$ cat src/rtl/dbuf_serial_tx.sv
module dbuf_serial_tx #(
  parameter int DIV_W      = 8,
  parameter int DATA_W     = 8,
  parameter int FAST_RATIO = 16,
  parameter int SLOW_RATIO = 64
) (
  input  logic              clk,
  input  logic              rst_n,
  input  logic              tx_en,
  input  logic              irq_en,
  input  logic              nine_mode,
  input  logic              slow_sel,
  input  logic [DIV_W-1:0]  period,
  input  logic              wr_stb,
  input  logic [DATA_W-1:0] wr_data,
  input  logic              wr_ninth,
  output logic              buf_empty,
  output logic              irq,
  output logic              shift_empty,
  output logic              txd
);
  localparam int FRM_W = DATA_W + 3;
  localparam int SUB_W = $clog2(SLOW_RATIO);
  localparam int CNT_W = $clog2(FRM_W + 1);
  localparam logic [SUB_W-1:0] FAST_LIM = SUB_W'(FAST_RATIO - 1);
  localparam logic [SUB_W-1:0] SLOW_LIM = SUB_W'(SLOW_RATIO - 1);

  logic [DIV_W-1:0]  div_q;
  logic [SUB_W-1:0]  sub_q;
  logic              tick, bit_stb;
  logic [SUB_W-1:0]  lim;

  logic              hold_full;
  logic [DATA_W-1:0] hold_d;
  logic              hold_n9;

  logic [FRM_W-1:0]  sh_q;
  logic [CNT_W-1:0]  cnt_q;
  logic              busy_q, started_q;
  logic              done, xfer;

  assign tick    = (div_q == '0);
  assign lim     = slow_sel ? SLOW_LIM : FAST_LIM;
  assign bit_stb = tick && (sub_q >= lim);

  always_ff @(posedge clk) begin
    if (!rst_n) begin
      div_q <= '0;
      sub_q <= '0;
    end else begin
      div_q <= tick ? period : div_q - 1'b1;
      if (tick) sub_q <= (sub_q >= lim) ? '0 : sub_q + 1'b1;
    end
  end

  assign done = busy_q && started_q && bit_stb && (cnt_q == CNT_W'(1));
  assign xfer = tx_en && hold_full && (!busy_q || done);

  always_ff @(posedge clk) begin
    if (!rst_n) begin
      hold_full <= 1'b0;
      hold_d    <= '0;
      hold_n9   <= 1'b0;
    end else begin
      hold_full <= (hold_full && !xfer) || wr_stb;
      if (wr_stb) begin
        hold_d  <= wr_data;
        hold_n9 <= wr_ninth;
      end
    end
  end

  always_ff @(posedge clk) begin
    if (!rst_n) begin
      sh_q      <= '1;
      cnt_q     <= '0;
      busy_q    <= 1'b0;
      started_q <= 1'b0;
    end else if (!tx_en) begin
      busy_q    <= 1'b0;
      started_q <= 1'b0;
    end else if (xfer) begin
      sh_q      <= {1'b1, nine_mode ? hold_n9 : 1'b1, hold_d, 1'b0};
      cnt_q     <= nine_mode ? CNT_W'(FRM_W) : CNT_W'(FRM_W - 1);
      busy_q    <= 1'b1;
      started_q <= busy_q;
    end else if (busy_q && bit_stb) begin
      if (!started_q) begin
        started_q <= 1'b1;
      end else if (cnt_q == CNT_W'(1)) begin
        busy_q    <= 1'b0;
        started_q <= 1'b0;
      end else begin
        sh_q  <= {1'b1, sh_q[FRM_W-1:1]};
        cnt_q <= cnt_q - 1'b1;
      end
    end
  end

  assign buf_empty   = !hold_full;
  assign irq         = buf_empty && irq_en;
  assign shift_empty = !busy_q;
  assign txd         = (busy_q && started_q) ? sh_q[0] : 1'b1;


  buf_clear_chk: assert property (@(posedge clk) disable iff (!rst_n)
    $fell(buf_empty) |-> $past(wr_stb));

  buf_set_chk: assert property (@(posedge clk) disable iff (!rst_n)
    $rose(buf_empty) |-> $past(tx_en) && !shift_empty);

  disable_idle_chk: assert property (@(posedge clk) disable iff (!rst_n)
    !tx_en |=> txd && shift_empty);

  empty_line_chk: assert property (@(posedge clk) disable iff (!rst_n)
    shift_empty |-> txd);

  line_edge_chk: assert property (@(posedge clk) disable iff (!rst_n)
    !$stable(txd) |-> $past(bit_stb) || !$past(tx_en));

  shift_release_chk: assert property (@(posedge clk) disable iff (!rst_n)
    $rose(shift_empty) |-> $past(bit_stb) || !$past(tx_en));
endmodule

$ cat config.mk
export PLATFORM = sky130hd
export DESIGN_NAME = dbuf_serial_tx
export DESIGN_NICKNAME = d
export VERILOG_FILES = /design/src/rtl/dbuf_serial_tx.sv
export SDC_FILE = /design/constraint.sdc
export NUM_CORES = 1
export LEC_CHECK = 0
export BUFFER_PORTS_ARGS = -buffer_cell sky130_fd_sc_hd__buf_4
export CORE_ASPECT_RATIO = 0.6
export CORE_UTILIZATION = 56
export CTS_CLUSTER_SIZE = 20
export DETAILED_ROUTE_END_ITERATION = 16
export GPL_TIMING_DRIVEN = 0
export PLACE_DENSITY = 0.78
export SLEW_MARGIN = 10
export SYNTH_ARGS = -nofsm -noshare
export SYNTH_HDL_FRONTEND = slang
export SYNTH_SLANG_ARGS = --single-unit
$ cat constraint.sdc
create_clock -name clk -period 2.88 [get_ports clk]
set_input_delay 0.144 -clock clk [delete_from_list [all_inputs] [get_ports clk]]
set_output_delay 0.144 -clock clk [all_outputs]
set_load 0.01 [all_outputs]
-- Yosys cells after proc, flatten, opt, wreduce, memory -nomap -nowiden
Cells that the tools add are included.
- register bits after elaboration: 41
- logic and storage cells: 58
- output and inout bits: 4
- input bits: 24
- reductions and logical operators: 21
- magnitude comparators: 1
- eq/ne operators: 2
- multiplexer cells: 22
- $add $sub $neg: 3
- operators by type and width (cell ; number):
    $mux 11 ; 4
    $mux 4 ; 4
    $mux 6 ; 2
    $mux 1 ; 11
    $logic_and 1x1->1 ; 9
    $logic_not 8->1 ; 1
    $mux 8 ; 1
    $sub 8x1->8 const B ; 1
    $add 6x1->6 const B ; 1
    $ge 6x6->1 ; 1
    $reduce_bool 2->1 ; 3
    $eq 4x1->1 const B ; 1
    $reduce_and 4->1 ; 1
    $sub 4x1->4 const B ; 1
    $logic_not 1->1 ; 3
    $reduce_and 3->1 ; 1
    $logic_or 1x1->1 ; 2
    $ne 2x2->1 const B ; 1
    $reduce_and 2->1 ; 1

-- Depth between registers and ports, before layout
Gate-level depths: netlist of the first run.
- word-level depth: 10
- depth in mapped cells: 9
- mapped depth without buffers: 7

-- Worst setup path after synthesis of the first run
OpenSTA, ideal clock, no wires.
- path kind: flip-flop to flip-flop
- start: reg div_q[0]
- end: reg started_q
- setup time: 0.129 ns
- buffers on the path: 1
- required time: 2.751 ns
- stages on the path, launching flop included: 9
- period minus slack after synthesis: 2.249 ns
- setup slack: 0.631 ns
- arrival time: 2.120 ns
- path through: dfxtp_1 inv_1 ha_1 or3b_2 or2_0 buf_6 or4_4 o32ai_2 a211oi_1
- cells in the longest elaborated chain, start to end: 7
- elaborated cells between the ends (all ways): 9
- classes of those cells: mux (1); reduce/logical (8)
- ends and longest elaborated chain (item ; line ; RTL):
    start, declared ; 28 ; logic [DIV_W-1:0] div_q;
    start signal, assigned ; 51 ; div_q <= tick ? period : div_q - 1'b1;
    $logic_not 8->1 (*) ; 42 ; assign tick = (div_q == '0);
    $logic_and 1x1->1 (*) ; 44 ; assign bit_stb = tick && (sub_q >= lim);
    $logic_and 1x1->1 (2 in series) ; 56 ; assign done = busy_q && started_q && bit_stb && (cnt_q == CNT_W'(1));
    $logic_or 1x1->1 ; 57 ; assign xfer = tx_en && hold_full && (!busy_q || done);
    $logic_and 1x1->1 ; 57 ;
    $mux 1 / $reduce_bool 2->1 (equally long branches) ; -- ;
    end signal, assigned ; 86 ; started_q <= busy_q;
    end, declared ; 39 ; logic busy_q, started_q;
Mark *: on every way between the ends. The rest lies on a longest branch, timed or not.
A chain may end at the register's enable or synchronous reset.

-- Worst setup path after layout of the first run
- start: reg div_q[0]
- end: reg sh_q[9]
- cells in the longest elaborated chain, start to end: 8
- elaborated cells between the ends (all ways): 12
- classes of those cells: eq/ne (1); mux (1); reduce/logical (10)
- ends and longest elaborated chain (item ; line ; RTL):
    $logic_not 8->1 (*) ; 42 ;
    $logic_and 1x1->1 (*) ; 44 ;
    $logic_and 1x1->1 (2 in series) ; 56 ;
    $logic_or 1x1->1 ; 57 ;
    $logic_and 1x1->1 ; 57 ;
    $ne 2x2->1 (no line) / $reduce_bool 2->1 (equally long branches) ; -- ;
    $reduce_and 4->1 (no line) ; -- ;
    end signal, assigned ; 83 ; sh_q <= {1'b1, nine_mode ? hold_n9 : 1'b1, hold_d, 1'b0};
    end signal, assigned ; 94 ; sh_q <= {1'b1, sh_q[FRM_W-1:1]};
    end, declared ; 37 ; logic [FRM_W-1:0] sh_q;
Marks and branches as above.

==> results.json, run 1 <==
{
  "status": "finished, final reports clean",
  "ctsLongestPathBuffers": 2,
  "layout_common_cells": "dfxtp_1, buf_4, nor2_1",
  "io_pins": 28,
  "cts_tree": "yes",
  "rrSetupSlack_ns": 0.42,
  "cts_resized": 0,
  "yosys.area.top_type": "dfxtp_1",
  "cp_max_fo": 10,
  "grt_antenna_before_repair": 0,
  "synth_area_leaders": "dfxtp_1, mux2i_1, nor2_1",
  "dieArea_um2": 3643,
  "synthFlopType": "dfxtp_1",
  "final.min_clock_period_ns": 2.463,
  "htree_levels": 2,
  "synth_edf_count": 0,
  "cts.sink_count": 40,
  "max_slew_margin": 0.4636,
  "area.growth.synth_to_final_pct": 18.67,
  "p_per_area_nw_per_um2": 701.6,
  "multi_input_area_um2": 977.2,
  "drc": 0,
  "cts_made_buffers": 5,
  "grt_max_degree": 13,
  "numPortBuffers": 26,
  "first_iter_violations": 105,
  "yosysTopAreaCellShare": 0.4208,
  "clkPwrFrac": 0.280,
  "wl_um": 3941,
  "p_comb_frac": 0.278,
  "fin_crit_sh": 0.8551,
  "final_common_cell": "dfxtp_1",
  "crit_type": "reg2reg",
  "die_x_um": 77.26,
  "critPathLaunchType": "register",
  "via_per_inst": 5.580,
  "syn_avg_cell_area_um2": 9.283,
  "synth-seq-cells": 40,
  "place_hpwl_um": 2931,
  "seq_area_frac_synth": 0.4208,
  "synth_cells": 205,
  "min_path_type": "in2reg",
  "clk_latency_ns": 0.29,
  "critPathCaptureType": "register",
  "hold_violations": 0,
  "cts_setup_buffers": 0,
  "initial_core_util": 0.6259,
  "fmax_ghz": 0.4061,
  "finalMaxSlewViolations": 0,
  "syn_area_um2": 1903,
  "final_antenna_net_count": 0,
  "routedWlPerCell_um": 14.02,
  "grt_use_total": 0.2440,
  "fin_skew_ns": 0.008091,
  "power_switching_share": 0.3071,
  "root_buffer": "clkbuf_8",
  "nets": 268,
  "tightest_slew_ns": 0.8046,
  "setup_viol": 0,
  "grt_pass1_vias": 1448,
  "vias": 1568,
  "coreArea_um2": 3040,
  "power_frac_seq": 0.441,
  "seq_area_um2": 800.8,
  "arrival_ns": 2.65,
  "antennaDiodeCount": 0,
  "async_reset_ff_frac": 0,
  "rsz0062_at_grt": "false",
  "cts-hold-fix-buffers": 0,
  "ys_warn_count": 0,
  "intPower_w": 0.001098,
  "ys_types": 49,
  "synth_nets": 235,
  "p_leak_nw": 0.9681,
  "finalSetupTns_ns": 0,
  "dr.pass1.iters": 4,
  "overflow": 0,
  "clkTransAtPathRegs_ns": 0.07,
  "netSwitchingPower_w": 0.0004866,
  "die_height_um": 47.16,
  "crit_required_ns": 3.07,
  "placedInstanceArea_um2": 2151,
  "hold_ws_ns": 0.09645,
  "drive_gt1_frac": 0.1967,
  "nFillCells": 240,
  "fin_area_um2": 2258,
  "std_cell_rows": 15,
  "grt_pass1_wl_um": 6610,
  "peakVddDrop_uv": 470.2,
  "gp_congestion": 0.9047,
  "maxCapViolCount": 0
}
path summary, 6_finish.rpt:
| check | start | to | depth (start not counted) |
|---|---|---|---|
| setup / recovery | div_q[0]$_SDFF_PN0_ | sh_q[9]$_SDFFE_PN1P_ | 9 |
| hold / removal | wr_ninth | hold_n9$_SDFFE_PN0P_ | 3 |
| setup reg to reg | div_q[0]$_SDFF_PN0_ | sh_q[9]$_SDFFE_PN1P_ | 9 |
| hold reg to reg | sub_q[1]$_SDFFE_PN0P_ | sub_q[1]$_SDFFE_PN0P_ | 2 |
cell families after synthesis:
family          synth area share
simple gates              0.2032
compound gates            0.1861
flops                     0.4208
buf+inv                  0.06574
mux                      0.05260
xor+xnor                 0.03222
fa+ha+maj                0.03945
Yosys cell counts (all sizes together), types with 3 or more instances:
library cell  number
a211oi             6
a21oi              7
a22oi              7
buf                4
clkbuf             6
dfxtp             40
ha                 6
inv               18
mux2i             10
nand2             11
nand3              3
nand4              3
nor2              21
nor2b              7
nor3               4
o211ai             8
o21ai              3
or4                4
xor2               5
layout make-up:
type | count | share of cell area
plain buffers | 10 | 0.02548
clock buffers | 6 | 0.03213
clock inverters | 2 | 0.01551
inverters | 18 | 0.02992
multi-input cells | 137 | 0.4327
flip-flops and latches | 40 | 0.3546
well taps | 42 | 0.02327
repair buffers | 26 | 0.08643
power groups by stage:
| stage | logic, W | registers (W) | clock network (W) |
|---|---|---|---|
| floorplan | 0.000345 | 0.000692 | 0 |
| global placement | 0.000419 | 0.000703 | 0 |
| detailed placement | 0.000439 | 0.000709 | 0 |
| CTS | 0.000443 | 0.000697 | 0.000451 |
| global route | 0.000499 | 0.000709 | 0.000479 |
| finish | 0.000441 | 0.000700 | 0.000444 |
state kept, by name (all words and copies together) (netlist names):
register,flops
hold_n9,1
hold_full,1
hold_d,8
sub_q,6
busy_q,1
cnt_q,4
div_q,8
started_q,1
sh_q,10
worst max-delay path: stages (launching register included):
cell and delay, ns:
dfxtp_1 0.33, inv_1 0.06, ha_1 0.20, or3b_2 0.51, or2_0 0.23, buf_6 0.15, o32ai_4 0.39, buf_4 0.25
nand4b_1 0.11, o31a_1 0.12
per-layer routing:
layer,up-vias,track usage,part of all wire
met5,-,0,0
met4,0,0.1132,0.014
met3,7,0.06019,0.059
met2,44,0.3876,0.43
met1,719,0.3250,0.49
li1,798,-,-
stage by stage:
stage	cells	utilization	power, W	worst slack (ns)
final	281	0.7428	0.001585	0.4174
after global routing	281	0.7428	0.001687	0.2233
after CTS	281	0.7428	0.001591	0.4186
after detailed placement	273	0.7074	0.001148	0.4451
after global placement	273	0.7074	0.001123	0.5021
after floorplan	205	-	0.001037	0.6312
Power figures use the tool's default switching activity.
==> run 2, diff against run 1 <==
ABC_AREA = 1   (was default)
PLACE_DENSITY = 0.79   (was 0.78)
==> results.json, run 2 <==
{
  "ctsLongestPathBuffers": 2,
  "worstHoldPathCells": 3,
  "htree_levels": 2,
  "numPortBuffers": 26,
  "nFillCells": 246,
  "drive_gt1_frac": 0.1979,
  "gp_congestion": 0.8616,
  "wl_um": 4109,
  "min_path_type": "in2reg",
  "dr.pass1.iters": 4,
  "status": "finished, final reports clean",
  "r2r_cells": 8,
  "syn_avg_cell_area_um2": 7.557,
  "p_per_area_nw_per_um2": 696.3,
  "cts_setup_buffers": 0,
  "via_per_inst": 5.329,
  "maxCapViolCount": 0,
  "clk_latency_ns": 0.30,
  "synth_edf_count": 0,
  "synthFlopType": "dfxtp_1",
  "crit_type": "reg2reg",
  "peakVddDrop_uv": 470.9,
  "antennaDiodeCount": 0,
  "routedWlPerCell_um": 12.64,
  "synth_most_common_cell": "dfxtp_1",
  "top_register": "sh_q",
  "first_iter_violations": 114,
  "synth_top_family_by_area": "simple AND/OR/NAND/NOR gates",
  "rsz0062_at_grt": "false",
  "setup_viol": 0,
  "die_height_um": 46.90,
  "drc": 0,
  "initial_core_util": 0.6228,
  "top_regs": "sh_q (10), div_q (8), hold_d (8)",
  "final_antenna_net_count": 0,
  "synth_cells": 249,
  "p_leak_nw": 0.9828,
  "tightest_slew_ns": 0.4306,
  "synth_compound_area_frac": 0.1197,
  "die_x_um": 76.84,
  "final_common_cell": "dfxtp_1",
  "cp_max_fo": 10,
  "arrival_ns": 2.02,
  "yosys.area.top_type": "dfxtp_1",
  "max_slew_margin": 0.7130,
  "dieArea_um2": 3604,
  "io_pins": 28,
  "fin_total_pwr_w": 0.001560,
  "fmax_ghz": 0.5376,
  "hold_ws_ns": 0.06148,
  "final.min_clock_period_ns": 1.860,
  "ys_types": 35,
  "yosysTopAreaCellShare": 0.4255,
  "synth_area_leaders": "dfxtp_1, nand3_1, nor2_1",
  "grt_max_degree": 14,
  "vias": 1732,
  "instances_no_fill": 325,
  "grt_antenna_before_repair": 0,
  "synth-seq-cells": 40,
  "synth_common_cells": "dfxtp_1, nor2_1, nand2_1",
  "finalSetupTns_ns": 0,
  "area.growth.synth_to_final_pct": 19.08,
  "nets": 312,
  "yosys.area_share.xor_xnor": 0.01396,
  "overflow": 0,
  "cts_resized": 0,
  "grtUsageMet3": 0.07379,
  "finalMaxSlewViolations": 0,
  "clkTransAtPathRegs_ns": 0.08,
  "top_usage_layer": "met2",
  "grtUsageMet1": 0.3657,
  "synthMuxAreaShare": 0,
  "critPathLaunchType": "register",
  "ys_warn_count": 0,
  "synthSimpleGateAreaFrac": 0.3172,
  "met2_usage": 0.3946,
  "fin_area_um2": 2241,
  "async_reset_ff_frac": 0,
  "cts_made_buffers": 5,
  "crit_required_ns": 3.04,
  "std_cell_rows": 15,
  "placedInstanceArea_um2": 2130,
  "syn_area_um2": 1882,
  "seq_area_frac_synth": 0.4255,
  "critPathCaptureType": "register",
  "hold_violations": 0,
  "largest_reg_flops": 10,
  "fin_skew_ns": 0.005965,
  "synth_nets": 279,
  "root_buffer": "clkbuf_8",
  "grt_pass1_wl_um": 6996,
  "place_hpwl_um": 2969,
  "synthAdderAreaFrac": 0.03989,
  "placedCellCount": 317,
  "grt_use_total": 0.2611,
  "cts-hold-fix-buffers": 0,
  "coreArea_um2": 3022,
  "layout_common_cells": "dfxtp_1, nor2_1, nand2_1",
  "fin_crit_sh": 0.6459,
  "cts_tree": "yes",
  "grt_pass1_vias": 1496,
  "cts.sink_count": 40
}
[run 2: cell types whose count changed after synthesis, moves of 5 or more]
cell / delta
nand3_1: +26
o211ai_1: -8
o21ai_0: +11
nor2_1: +14
mux2i_1: -10
a211oi_1: -5
nand3_2: +5
nor2b_1: -7
nand4_1: +6
o21ai_1: +5
nand2_1: +23
a21oi_1: +8
a22oi_1: -7
[run 2: layout make-up]
type / count / area, um^2 / share of cell area
clock buffers: 5 / 68.82 / 0.03071
plain buffers: 10 / 66.31 / 0.02959
multi-input cells: 175 / 923.4 / 0.4121
repair buffers: 26 / 195.2 / 0.08710
flip-flops and latches: 40 / 800.8 / 0.3573
clock inverters: 3 / 42.54 / 0.01898
well taps: 42 / 52.55 / 0.02345
inverters: 24 / 91.34 / 0.04076
[run 2: critical path: stages, from the launching register on]
cell	delay, ns
dfxtp_1	0.32
inv_1	0.11
ha_1	0.23
nand3_1	0.14
nor2_2	0.23
nand3_2	0.18
clkbuf_1	0.27
nand3_1	0.16
nand4_1	0.09
[run 2: stage by stage]
step / worst slack (ns) / utilization
after global routing: 0.8839 / 0.7416
final: 1.020 / 0.7416
after global placement: 1.113 / 0.7048
after detailed placement: 1.053 / 0.7048
after CTS: 1.027 / 0.7416
after floorplan: 1.353 / -
[run 2: final timing paths]
path	end	from	slack (ns)
min reg2reg	div_q[0]$_SDFF_PN0_	div_q[0]$_SDFF_PN0_	0.44
max	sh_q[2]$_SDFFE_PN1P_	div_q[0]$_SDFF_PN0_	1.02
max reg2reg	sh_q[2]$_SDFFE_PN1P_	div_q[0]$_SDFF_PN0_	1.02
min	hold_d[2]$_SDFFE_PN0P_	wr_data[2]	0.06
[run 2: power breakdown]
part	switching, W	leakage, nW	internal [W]
Sequential	0.0000581	0.329	0.000630
Clock	0.000205	0.0541	0.000256
Combinational	0.000247	0.599	0.000164
[run 2: kinds of logic after synthesis]
| kind of cell | after synthesis |
|---|---|
| AOI/OAI and AO/OA | 41 |
| xor gates and xnor gates | 3 |
| adders and majority gates | 6 |
| buffers and inverters | 34 |
| DFF | 40 |
| and+or+nand+nor | 125 |
[run 2: routing by layer]
layer,part of all wire,wire length [um]
met5,0,0
met4,0.012,51
met3,0.057,235
met2,0.39,1618
met1,0.54,2204
==> run 3, diff against run 2 <==
clock period = 1.9 ns   (was 2.88 ns; I/O delays follow)
==> results.json, run 3 (synthesized netlist as in run 2, its figures left out) <==
{
  "nFillCells": 244,
  "peakVddDrop_uv": 720.2,
  "layout_common_cells": "dfxtp_1, nor2_1, nand2_1",
  "final_antenna_net_count": 0,
  "critPathLaunchType": "register",
  "utilization": 0.7458,
  "seq_area_um2": 800.8,
  "finalSetupTns_ns": 0,
  "hold_end": "hold_d[2]$_SDFFE_PN0P_",
  "arrival_ns": 1.93,
  "die_x_um": 76.84,
  "p_leak_nw": 0.9854,
  "multi_input_area_um2": 930.9,
  "io_pins": 28,
  "status": "finished, final reports clean",
  "place_hpwl_um": 2969,
  "dieArea_um2": 3604,
  "gp_congestion": 0.8616,
  "initial_core_util": 0.6228,
  "hold_violations": 0,
  "coreArea_um2": 3022,
  "rsz0062_at_grt": "false",
  "fin_crit_sh": 0.9284,
  "die_height_um": 46.90,
  "drive_gt1_frac": 0.2049,
  "cts-hold-fix-buffers": 0,
  "numPortBuffers": 26,
  "maxCapViolCount": 0,
  "drc": 0,
  "final_common_cell": "dfxtp_1",
  "reg2reg_to": "sh_q[2]$_SDFFE_PN1P_",
  "finalMaxSlewViolations": 0,
  "fin_ws_ns": 0.1360,
  "critPathCaptureType": "register",
  "fin_area_um2": 2253,
  "ctsLongestPathBuffers": 2,
  "r2r_cells": 8,
  "cp-startpoint": "div_q[0]$_SDFF_PN0_",
  "grt_use_total": 0.2611,
  "clk_latency_ns": 0.30,
  "grt_antenna_before_repair": 0,
  "wl_um": 4107,
  "fin_skew_ns": 0.007275,
  "tightest_slew_ns": 0.4308,
  "grt_pass1_vias": 1496,
  "antennaDiodeCount": 0,
  "crit_required_ns": 2.06,
  "worstHoldPathCells": 3,
  "cp_max_fo": 10,
  "cts_setup_buffers": 0,
  "rrSetupSlack_ns": 0.14,
  "min_from": "wr_data[2]",
  "regToRegStartpoint": "div_q[0]$_SDFF_PN0_",
  "fmax_ghz": 0.5669,
  "cts_resized": 0,
  "setup_viol": 0,
  "nets": 312,
  "top_regs": "sh_q (10), div_q (8), hold_d (8)",
  "top_register": "sh_q",
  "crit_type": "reg2reg",
  "max_slew_margin": 0.7128,
  "p_per_area_nw_per_um2": 1061,
  "preCtsSetupSlack_ns": 0.07269,
  "grt_max_degree": 14,
  "first_iter_violations": 123,
  "placedInstanceArea_um2": 2130,
  "min_path_type": "in2reg",
  "routedWlPerCell_um": 12.64,
  "clkTransAtPathRegs_ns": 0.08,
  "htree_levels": 2,
  "via_per_inst": 5.338,
  "largest_reg_flops": 10,
  "cts_tree": "yes",
  "overflow": 0,
  "cts.sink_count": 40,
  "cts_made_buffers": 5,
  "grt_pass1_wl_um": 6996,
  "area.growth.synth_to_final_pct": 19.75,
  "vias": 1735,
  "root_buffer": "clkbuf_8",
  "std_cell_rows": 15,
  "final.min_clock_period_ns": 1.764,
  "dr.pass1.iters": 4
}
==> run 3: cell counts in the layout (fill, tap and decap cells not counted) <==
Identical to the previous run, type by type.
==> run 3: layout make-up <==
class | instances | area share
tap | 42 | 0.02332
buffer | 10 | 0.03165
clock inverter | 3 | 0.01888
sequential | 40 | 0.3554
multi-input combinational | 175 | 0.4131
clock buffer | 5 | 0.03054
inverter | 24 | 0.04053
timing repair buffer | 26 | 0.08662
==> run 3: how the worst max path moves through the flow <==
stage / endpoint / slack [ns] / depth (start not counted)
6_report: sh_q[2]$_SDFFE_PN1P_ / 0.14 / 8
5_1_grt: sh_q[2]$_SDFFE_PN1P_ / 0.02 / 10
4_1_cts: sh_q[2]$_SDFFE_PN1P_ / 0.05 / 8
3_5_place_dp: sh_q[2]$_SDFFE_PN1P_ / 0.07 / 8
3_3_place_gp: sh_q[1]$_SDFFE_PN1P_ / 0.13 / 8
2_1_floorplan: sh_q[1]$_SDFFE_PN1P_ / 0.37 / 10
==> run 3: power breakdown <==
group          internal, W  switching [W]  leakage [nW]
clock network     0.000389       0.000307        0.0541
registers         0.000955      0.0000889         0.329
logic             0.000264       0.000387         0.602
==> run 3: metal layers <==
metal | GRT usage | routed length (um)
met1 | 0.3657 | 2206
met2 | 0.3946 | 1637
met3 | 0.07379 | 216
met4 | 0.08462 | 46
met5 | 0 | 0
==> run 3: worst max-delay path, stage by stage (launching register included) <==
cell	delay, ns
dfxtp_1	0.32
inv_1	0.11
ha_2	0.22
nand3_1	0.15
nor2_4	0.20
nand3_2	0.17
clkbuf_2	0.24
nand3_1	0.13
nand4_1	0.09
==> run 3: per-stage QoR <==
step                      cells  hold slack [ns]  power, W
after floorplan             249           0.2299  0.001507
after CTS                   325          0.01623  0.002362
after detailed placement    317           0.3223  0.001666
after global routing        325          0.01832  0.002552
after global placement      317           0.3166  0.001649
final                       325          0.01312  0.002391
